<file path="src/rtl/irq_ctrl_pkg.sv">
package irq_ctrl_pkg;
  localparam int unsigned NLINE  = 7;
  localparam int unsigned NSEC   = 7;
  localparam int unsigned NSECEN = 6;
  localparam int unsigned NEV    = 6;
  localparam int unsigned SFRW   = 8;
  localparam int unsigned NUMW   = $clog2(NLINE);

  typedef enum logic [1:0] {
    A_PEN  = 2'd0,
    A_PFLG = 2'd1,
    A_SCTL = 2'd2,
    A_SFLG = 2'd3
  } sfr_addr_e;

  // secondary flag / enable bit positions
  localparam int S_XFER = 0;
  localparam int S_TICK = 1;
  localparam int S_COL0 = 2;
  localparam int S_COL1 = 3;
  localparam int S_PLLR = 4;
  localparam int S_PLLF = 5;
  localparam int S_WAKE = 6;

  // control register polarity bits
  localparam int C_POL2 = 6;
  localparam int C_POL3 = 7;
endpackage

</file>
<file path="src/rtl/irq_sync_edge.sv">
module irq_sync_edge #(
  parameter int unsigned W      = 1,
  parameter int unsigned STAGES = 2
) (
  input  logic         clk,
  input  logic         rst_n,
  input  logic [W-1:0] din,
  output logic [W-1:0] rise,
  output logic [W-1:0] fall
);
  localparam int unsigned LAST = STAGES - 1;

  logic [W-1:0] stg_q [STAGES];
  logic [W-1:0] prev_q;

  always_ff @(posedge clk or negedge rst_n) begin
    if (!rst_n) begin
      for (int s = 0; s < STAGES; s++) stg_q[s] <= '0;
      prev_q <= '0;
    end else begin
      stg_q[0] <= din;
      for (int s = 1; s < STAGES; s++) stg_q[s] <= stg_q[s-1];
      prev_q <= stg_q[LAST];
    end
  end

  assign rise = stg_q[LAST] & ~prev_q;
  assign fall = ~stg_q[LAST] & prev_q;
endmodule

</file>
<file path="src/rtl/irq_w0c_flags.sv">
module irq_w0c_flags #(
  parameter int unsigned W = 7
) (
  input  logic         clk,
  input  logic         rst_n,
  input  logic [W-1:0] set,
  input  logic         wr,
  input  logic [W-1:0] wdata,
  output logic [W-1:0] flag
);
  logic [W-1:0] flag_q, flag_d;

  always_comb begin
    flag_d = flag_q;
    if (wr) flag_d = flag_q & wdata;
    flag_d = flag_d | set;
  end

  always_ff @(posedge clk or negedge rst_n) begin
    if (!rst_n) flag_q <= '0;
    else        flag_q <= flag_d;
  end

  assign flag = flag_q;

  for (genvar i = 0; i < W; i++) begin : g_chk
    p_zero_clears_r6: assert property (@(posedge clk) disable iff (!rst_n)
      (wr && !wdata[i] && !set[i]) |=> !flag_q[i]);
    p_one_keeps_r6: assert property (@(posedge clk) disable iff (!rst_n)
      (wr && wdata[i] && flag_q[i]) |=> flag_q[i]);
    p_set_wins_r10: assert property (@(posedge clk) disable iff (!rst_n)
      set[i] |=> flag_q[i]);
  end
endmodule

</file>
<file path="src/rtl/irq_pri_flags.sv">
module irq_pri_flags #(
  parameter int unsigned N  = 7,
  parameter int unsigned AW = 3
) (
  input  logic          clk,
  input  logic          rst_n,
  input  logic [N-1:0]  set,
  input  logic          ack_valid,
  input  logic [AW-1:0] ack_num,
  output logic [N-1:0]  flag
);
  logic [N-1:0] flag_q, flag_d, ack_dec;

  always_comb begin
    ack_dec = '0;
    for (int i = 0; i < N; i++)
      if (ack_valid && ack_num == AW'(i)) ack_dec[i] = 1'b1;
    flag_d = (flag_q & ~ack_dec) | set;
  end

  always_ff @(posedge clk or negedge rst_n) begin
    if (!rst_n) flag_q <= '0;
    else        flag_q <= flag_d;
  end

  assign flag = flag_q;

  for (genvar i = 0; i < N; i++) begin : g_chk
    p_ack_clears_r4: assert property (@(posedge clk) disable iff (!rst_n)
      (ack_valid && ack_num == AW'(i) && !set[i]) |=> !flag_q[i]);
    p_set_beats_ack_r10: assert property (@(posedge clk) disable iff (!rst_n)
      set[i] |=> flag_q[i]);
    p_rise_has_cause_r2: assert property (@(posedge clk) disable iff (!rst_n)
      $rose(flag_q[i]) |-> $past(set[i]));
  end
endmodule

</file>
<file path="src/rtl/irq_flag_ctrl.sv">
module irq_flag_ctrl
  import irq_ctrl_pkg::*;
#(
  parameter int unsigned SYNC_STAGES = 2
) (
  input  logic            clk,
  input  logic            rst_n,
  input  logic            sfr_we,
  input  logic [1:0]      sfr_addr,
  input  logic [SFRW-1:0] sfr_wdata,
  output logic [SFRW-1:0] sfr_rdata,
  input  logic [NLINE-1:0] ext_pin,
  input  logic            ev_xfer,
  input  logic            ev_tick,
  input  logic            ev_col0,
  input  logic            ev_col1,
  input  logic            pll_lock,
  input  logic            wake_evt,
  input  logic            ack_valid,
  input  logic [NUMW-1:0] ack_num,
  output logic [NLINE-1:0] irq_req
);
  // reset: asynchronous assert, synchronous release
  logic rst_meta_q, rst_sync_n;
  always_ff @(posedge clk or negedge rst_n) begin
    if (!rst_n) begin
      rst_meta_q <= 1'b0;
      rst_sync_n <= 1'b0;
    end else begin
      rst_meta_q <= 1'b1;
      rst_sync_n <= rst_meta_q;
    end
  end

  // software registers
  logic [NLINE-1:0] pen_q, pen_d;
  logic [SFRW-1:0]  sctl_q, sctl_d;
  logic             pen_we, sctl_we, sflg_we;

  assign pen_we  = sfr_we && (sfr_addr == A_PEN);
  assign sctl_we = sfr_we && (sfr_addr == A_SCTL);
  assign sflg_we = sfr_we && (sfr_addr == A_SFLG);

  always_comb begin
    pen_d  = pen_q;
    sctl_d = sctl_q;
    if (pen_we)  pen_d  = sfr_wdata[NLINE-1:0];
    if (sctl_we) sctl_d = sfr_wdata;
  end

  always_ff @(posedge clk or negedge rst_sync_n) begin
    if (!rst_sync_n) begin
      pen_q  <= '0;
      sctl_q <= '0;
    end else begin
      pen_q  <= pen_d;
      sctl_q <= sctl_d;
    end
  end

  // synchronizers and edge detectors
  logic [NLINE-1:0] pin_rise, pin_fall;
  logic [NEV-1:0]   ev_raw, ev_rise, ev_fall;

  assign ev_raw = {wake_evt, pll_lock, ev_col1, ev_col0, ev_tick, ev_xfer};

  irq_sync_edge #(.W(NLINE), .STAGES(SYNC_STAGES)) u_pin_sync (
    .clk(clk), .rst_n(rst_sync_n), .din(ext_pin),
    .rise(pin_rise), .fall(pin_fall));

  irq_sync_edge #(.W(NEV), .STAGES(SYNC_STAGES)) u_ev_sync (
    .clk(clk), .rst_n(rst_sync_n), .din(ev_raw),
    .rise(ev_rise), .fall(ev_fall));

  // secondary flags
  logic [NSEC-1:0] sec_set, sec_flag;

  always_comb begin
    sec_set         = '0;
    sec_set[S_XFER] = ev_rise[0];
    sec_set[S_TICK] = ev_rise[1];
    sec_set[S_COL0] = ev_rise[2];
    sec_set[S_COL1] = ev_rise[3];
    sec_set[S_PLLR] = ev_rise[4];
    sec_set[S_PLLF] = ev_fall[4];
    sec_set[S_WAKE] = ev_rise[5];
  end

  irq_w0c_flags #(.W(NSEC)) u_sec (
    .clk(clk), .rst_n(rst_sync_n), .set(sec_set),
    .wr(sflg_we), .wdata(sfr_wdata[NSEC-1:0]), .flag(sec_flag));

  // shared-line merge: [0] line 2, [1] line 4, [2] line 6
  logic [NSECEN-1:0] sec_act;
  logic [2:0]        sh_req, sh_prev_q, sh_rise;

  assign sec_act   = sec_flag[NSECEN-1:0] & sctl_q[NSECEN-1:0];
  assign sh_req[0] = sec_act[S_COL0] | sec_act[S_COL1];
  assign sh_req[1] = sec_act[S_PLLR] | sec_act[S_PLLF];
  assign sh_req[2] = sec_act[S_XFER] | sec_act[S_TICK];
  assign sh_rise   = sh_req & ~sh_prev_q;

  always_ff @(posedge clk or negedge rst_sync_n) begin
    if (!rst_sync_n) sh_prev_q <= '0;
    else             sh_prev_q <= sh_req;
  end

  // primary line events
  logic [NLINE-1:0] line_evt, pri_flag;

  always_comb begin
    line_evt[0] = pin_fall[0];
    line_evt[1] = pin_fall[1];
    line_evt[2] = (sctl_q[C_POL2] ? pin_rise[2] : pin_fall[2]) | sh_rise[0];
    line_evt[3] = sctl_q[C_POL3] ? pin_rise[3] : pin_fall[3];
    line_evt[4] = pin_rise[4] | sh_rise[1];
    line_evt[5] = pin_fall[5];
    line_evt[6] = pin_fall[6] | sh_rise[2];
  end

  logic unused_edges;
  assign unused_edges = ^{pin_rise[6:5], pin_rise[1:0], pin_fall[4],
                          ev_fall[5], ev_fall[3:0], ev_rise[5]};

  irq_pri_flags #(.N(NLINE), .AW(NUMW)) u_pri (
    .clk(clk), .rst_n(rst_sync_n), .set(line_evt),
    .ack_valid(ack_valid), .ack_num(ack_num), .flag(pri_flag));

  assign irq_req = pri_flag & pen_q;

  always_comb begin
    sfr_rdata = '0;
    case (sfr_addr)
      A_PEN:   sfr_rdata[NLINE-1:0] = pen_q;
      A_PFLG:  sfr_rdata[NLINE-1:0] = pri_flag;
      A_SCTL:  sfr_rdata            = sctl_q;
      default: sfr_rdata[NSEC-1:0]  = sec_flag;
    endcase
  end

  p_line6_no_retrigger_r8: assert property (@(posedge clk) disable iff (!rst_sync_n)
    (sh_prev_q[2] && sh_req[2] && !pin_fall[6] && !ack_valid)
      |=> pri_flag[6] == $past(pri_flag[6]));
  p_line4_no_retrigger_r8: assert property (@(posedge clk) disable iff (!rst_sync_n)
    (sh_prev_q[1] && sh_req[1] && !pin_rise[4] && !ack_valid)
      |=> pri_flag[4] == $past(pri_flag[4]));
endmodule

</file>
<file path="config.mk">
export PLATFORM = sky130hd
export DESIGN_NAME = irq_flag_ctrl
export DESIGN_NICKNAME = d
export VERILOG_FILES = /design/src/rtl/irq_ctrl_pkg.sv /design/src/rtl/irq_sync_edge.sv /design/src/rtl/irq_w0c_flags.sv /design/src/rtl/irq_pri_flags.sv /design/src/rtl/irq_flag_ctrl.sv
export SDC_FILE = /design/constraint.sdc
export NUM_CORES = 1
export LEC_CHECK = 0
export CAP_MARGIN = 0
export CORE_ASPECT_RATIO = 0.9
export CORE_UTILIZATION = 51
export CTS_CLUSTER_SIZE = 25
export DETAILED_ROUTE_END_ITERATION = 16
export PLACE_DENSITY = 0.77
export SYNTH_ARGS = -nofsm -noshare
export SYNTH_HDL_FRONTEND = slang
export SYNTH_SLANG_ARGS = --single-unit
</file>
<file path="constraint.sdc">
create_clock -name clk -period 3.05 [get_ports clk]
set_input_delay 0.305 -clock clk [delete_from_list [all_inputs] [get_ports clk]]
set_output_delay 0.305 -clock clk [all_outputs]
set_load 0.02 [all_outputs]
</file>
* After elaboration in Yosys (flattened, before gate mapping)
Index checks and enable logic that the tools add are counted.
** Storage, ports and cells
- Flip-flop bits (word level) :: 73
- Input port bits :: 30
- Word-level logic and storage cells :: 69
** Operators by class
- Equal/unequal tests :: 9
- Muxes and demuxes :: 12
- Bitwise gates (word level) :: 23
- Reduce and logical (&&, ||, !) cells :: 12
** Operators with widths (count)
- AND 7 bit :: 4
- case mux 7 bit (3 select lines) :: 1
- NOT 7 bit :: 2
- OR 7 bit :: 2
- AND 6 bit :: 2
- AND 5 bit :: 2
- logical AND 1 bit :: 10
- 2-to-1 mux 1 bit :: 10
- NOT 5 bit :: 2
- equality test 3 bit (second input constant) :: 3
- 2-to-1 mux 7 bit :: 1
- equality test 3 x 2 -> 1 bit (second input constant) :: 2
- NOT 6 bit :: 1
- OR 1 bit :: 6
- equality test 2 bit (second input constant) :: 2
- AND 3 bit :: 1
- equality test 3 x 1 -> 1 bit (second input constant) :: 1
- logical NOT 3 bit :: 1
- NOT 3 bit :: 1
- equality test 2 x 1 -> 1 bit (second input constant) :: 1
- logical NOT 2 bit :: 1

* Longest topological paths before layout
- Depth after elaboration :: 6
- Mapped depth :: 4
- Mapped depth without buffers :: 3

* By module
A second synthesis with hierarchy kept.
** Unflattened totals
- Cell total of the unflattened synthesis :: 174
- Area total of the unflattened synthesis :: 2829.0 sq um
** Modules (own cells, without submodules)
- irq_flag_ctrl :: times used 1, cells an instance 67, area each 1056.0 sq um, seq. area each 500.5 sq um
- irq_sync_edge (u_pin_sync) :: times used 1, cells an instance 35, area each 648.1 sq um, seq. area each 525.5 sq um
- irq_sync_edge (u_ev_sync) :: times used 1, cells an instance 30, area each 555.5 sq um, seq. area each 450.4 sq um
- irq_pri_flags :: times used 1, cells an instance 21, area each 297.8 sq um, seq. area each 175.2 sq um
- irq_w0c_flags :: times used 1, cells an instance 21, area each 271.5 sq um, seq. area each 175.2 sq um

* Worst setup path before layout
No wires, ideal clock.
- Path type :: input to output
- Start :: input port sfr_addr[1]
- End :: output port sfr_rdata[5]
- Arrival time :: 1.119 ns
- Data required time :: 2.745 ns
- Setup slack :: 1.626 ns
- Stages on the path :: 2
- Cells stage by stage :: buf_4 -> mux4_1
** Between the ends
- Word-level cells in the longest chain between the ends :: 2
- Elaborated cells between the ends (all ways) :: 4
- Classes of those cells :: eq/ne (2); mux (1); reduce/logical (1)
** RTL lines
- start, declared :: line irq_flag_ctrl.sv:9 : input logic [1:0] sfr_addr,
- equality test 2 bit (tied with other cells) :: line irq_flag_ctrl.sv:133 : case (sfr_addr)
- case mux 7 bit (3 select lines) * :: line irq_flag_ctrl.sv:133
- end, declared :: line irq_flag_ctrl.sv:11 : output logic [SFRW-1:0] sfr_rdata,
Mark *: on every way between the ends. The rest lies on a longest branch, timed or not.

* Final worst setup path
- Start :: input port sfr_addr[0]
- End :: output port sfr_rdata[1]
Same word-level chain as after synthesis.

==> key figures <==
Clock tree
  • # resized after CTS: 0
  • Hold-fix buffers, CTS: 0
  • Longest Clk Path Bufs: 2
  • Post-CTS setup buffer count: 0
  • CTS root buf: clkbuf_8
  • CTS tree: done
  • Num CTS Buffers: 9
  • Clk Latency, worst-skew pair: 340 ps
  • Clk sinks: 73
  • Number of H-tree levels: 3
  • Clock Pin Slew Worst Setup and Hold Paths: 60 ps

Setup path
  • Slowest cell on crit path: clkdlybuf4s50_1
  • Worst path required time: 2740 ps
  • Data arrival time of the critical path: 2290 ps
  • Worst-path maximum fanout: 7
  • Crit end category: output pin
  • CP most frequent cell: clkdlybuf4s50_1
  • Max stage delay on crit path: 610 ps
  • Kind of critical path: primary input to output pin
  • Setup crit start kind: primary input
  • Cells traversed along the worst timing path: clkdlybuf4s50_1 > buf_4 > mux4_1 > clkdlybuf4s50_1

Final layout
  • Diode count: 0
  • Fraction of layout cells with a size suffix above 1: 16.5%
  • Area grow syn2layout: 28.0%
  • Nets: 255
  • Finished Cell Area: 3330 um^2
  • Finished Layout Cells: 295

Placed design
  • Port bufs: 44
  • Dpl cells: 279
  • DP Area: 3130 um^2
  • GP Congestion: 0.753
  • Dpl ws: 465 ps
  • Dpl hpwl: 2.99 mm

Logic synthesis
  • Seq/Total Area, Yosys: 70.3%
  • Synthesized area: 2600 um^2
  • Net count after synthesis: 198
  • Yosys cell types: 22
  • Gate Count Post-Synth: 168
  • Seq cells post-synth: 73
  • Synth Warn #: 0
  • Syn Area/Cell: 15.5 um^2

Timing
  • Worst rel slew slack: 23.8%
  • Final Critical Period: 2590 ps
  • RSZ-0062 raised after global routing: no
  • # setup viols final: 0
  • Min Hold Slack: 125 ps
  • Worst slew pin tran: 1140 ps
  • Slew Limit Fails: 0
  • Clock skew: 3.02 ps
  • Final Hold Fails: 0
  • Max Fclk: 0.386 GHz
  • Fin crit share: 85.0%
  • Final TNS setup: 0 ps
  • Post-route setup slack: 458 ps

Power
  • P_leak: 1.44 nW
  • Worst vdd ir: 563 uV
  • Cell Pwr Density: 646 nW/um^2

Global route
  • Tot GR Track Use: 19.0%
  • Vias in the first global route: 1,468
  • Grt ovf: 0
  • Pin count of the biggest net entering global routing: 56
  • Initial antenna violation count: 0
  • First-pass GRT wire length: 7.24 mm

Outcome
  • Outcome: complete, no violations

Detailed routing
  • Total iterations of the first detailed-routing run: 4
  • WL/cell: 14.7 um
  • DRC: 0
  • DRT iter0 DRCs: 128
  • Via count: 1,474
  • Final WL: 4.32 mm
  • Vias per std cell: 5.00
  • Antenna viol nets, final: 0

Die
  • Die Y: 69.7 um
  • Starting Density: 53.4%
  • Die Wd: 77.3 um
  • Die area: 5390 um^2
  • CORE AREA: 4860 um^2
  • Site row count: 24
  • # IOs: 45

Flow run
  • Max Cap Viol: 0

Worst hold path
  • Worst hold path type: primary input to asynchronous set/reset pin
[per-layer routing]
metal | wire length, um | global-route usage, %
met4 | 118 | 11.7
met3 | 185 | 5.13
met5 | 0 | 0
met2 | 1890 | 26.5
met1 | 2130 | 26.6
[state kept, by name, summed over array words and instances, names as in the netlist]
| signal | count |
|---|---|
| rst_meta_q | 1 |
| pen_q | 7 |
| u_pri.flag | 7 |
| u_ev_sync.stg_q | 12 |
| sctl_q | 8 |
| u_sec.flag | 7 |
| u_pin_sync.prev_q | 7 |
| sh_prev_q | 3 |
| u_ev_sync.prev_q | 6 |
| u_pin_sync.stg_q | 14 |
| rst_sync_n | 1 |
[area by class of cell]
class                   instances  area [um^2]
repair buffers                 48          470
clock inverters                 2         10.0
fillers                       355         1540
flip-flops and latches         73         1830
well taps                      65         81.3
inverters                      12         45.0
clock buffers                  14          183
multi-input cells              81          709
[layout by cell type (no fill, tap or decap), types with 3 or more instances in the layout]
cell type / Yosys / routed
inv_1: 12 / 12
o21ai_0: 22 / 22
mux4_1: 7 / 7
mux2_2: 15 / 15
and2_1: 7 / 7
clkbuf_8: 0 / 13
clkdlybuf4s50_1: 0 / 44
nand2_1: 6 / 6
a22o_1: 3 / 3
a21oi_1: 3 / 3
buf_4: 1 / 4
nand2b_1: 4 / 4
dfrtp_1: 73 / 72
[cell families after synthesis]
logic type             Yosys count  synth area share [%]
AND/OR/NAND/NOR                 27                  6.88
buffers and inverters           14                  2.45
flip-flops                      73                  70.3
other                            1                 0.144
multiplexers                    22                  13.6
AO/OA/AOI/OAI                   31                  6.69
[power by group]
part	switching [mW]	internal (mW)
Clock	0.320	0.382
Combinational	0.134	0.191
Sequential	0.0632	1.06
[critical path, delay by kind of cell]
kind / cells / cell delay, ps
buffers and inverters: 3 / 1400
muxes: 1 / 570
[through the flow]
stage          util, %  total power, mW
2_1_floorplan        -             1.31
3_3_place_gp      64.4             1.46
3_5_place_dp      64.4             1.47
4_1_cts           68.4             2.17
5_1_grt           68.4             2.25
6_report          68.4             2.15
[final timing paths]
path | from | cells past startpoint | slack (ps) | to
min in group clk | u_ev_sync.stg_q[11]$_DFF_PN0_ | 0 | 350 | u_ev_sync.stg_q[5]$_DFF_PN0_
setup reg to reg | rst_sync_n$_DFF_PN0_ | 1 | 1710 | u_sec.flag[4]$_DFF_PN0_
hold / removal | rst_n | 1 | 130 | rst_meta_q$_DFF_PN0_
max in group asynchronous | rst_sync_n$_DFF_PN0_ | 1 | 1710 | u_sec.flag[4]$_DFF_PN0_
setup / recovery | sfr_addr[0] | 4 | 460 | sfr_rdata[1]
hold reg to reg | u_ev_sync.stg_q[11]$_DFF_PN0_ | 0 | 350 | u_ev_sync.stg_q[5]$_DFF_PN0_
[Yosys cell counts]
cell | instances | area share, %
a21oi_1 | 3 | 0.58
a22o_1 | 3 | 1.0
and2_1 | 7 | 1.7
and3b_1 | 1 | 0.34
and3b_2 | 1 | 0.39
buf_4 | 1 | 0.29
buf_6 | 1 | 0.43
conb_1 | 1 | 0.14
dfrtp_1 | 73 | 70
inv_1 | 12 | 1.7
mux2_2 | 15 | 6.5
mux4_1 | 7 | 7.1
nand2_1 | 6 | 0.87
nand2b_1 | 4 | 0.96
nand3_1 | 2 | 0.39
nand3b_4 | 1 | 0.77
nor2_1 | 2 | 0.29
nor2b_1 | 2 | 0.48
nor3b_4 | 1 | 0.72
o211ai_1 | 1 | 0.29
o21ai_0 | 22 | 4.2
o31ai_1 | 2 | 0.58
No activity file was read; power rests on OpenSTA's default activity.
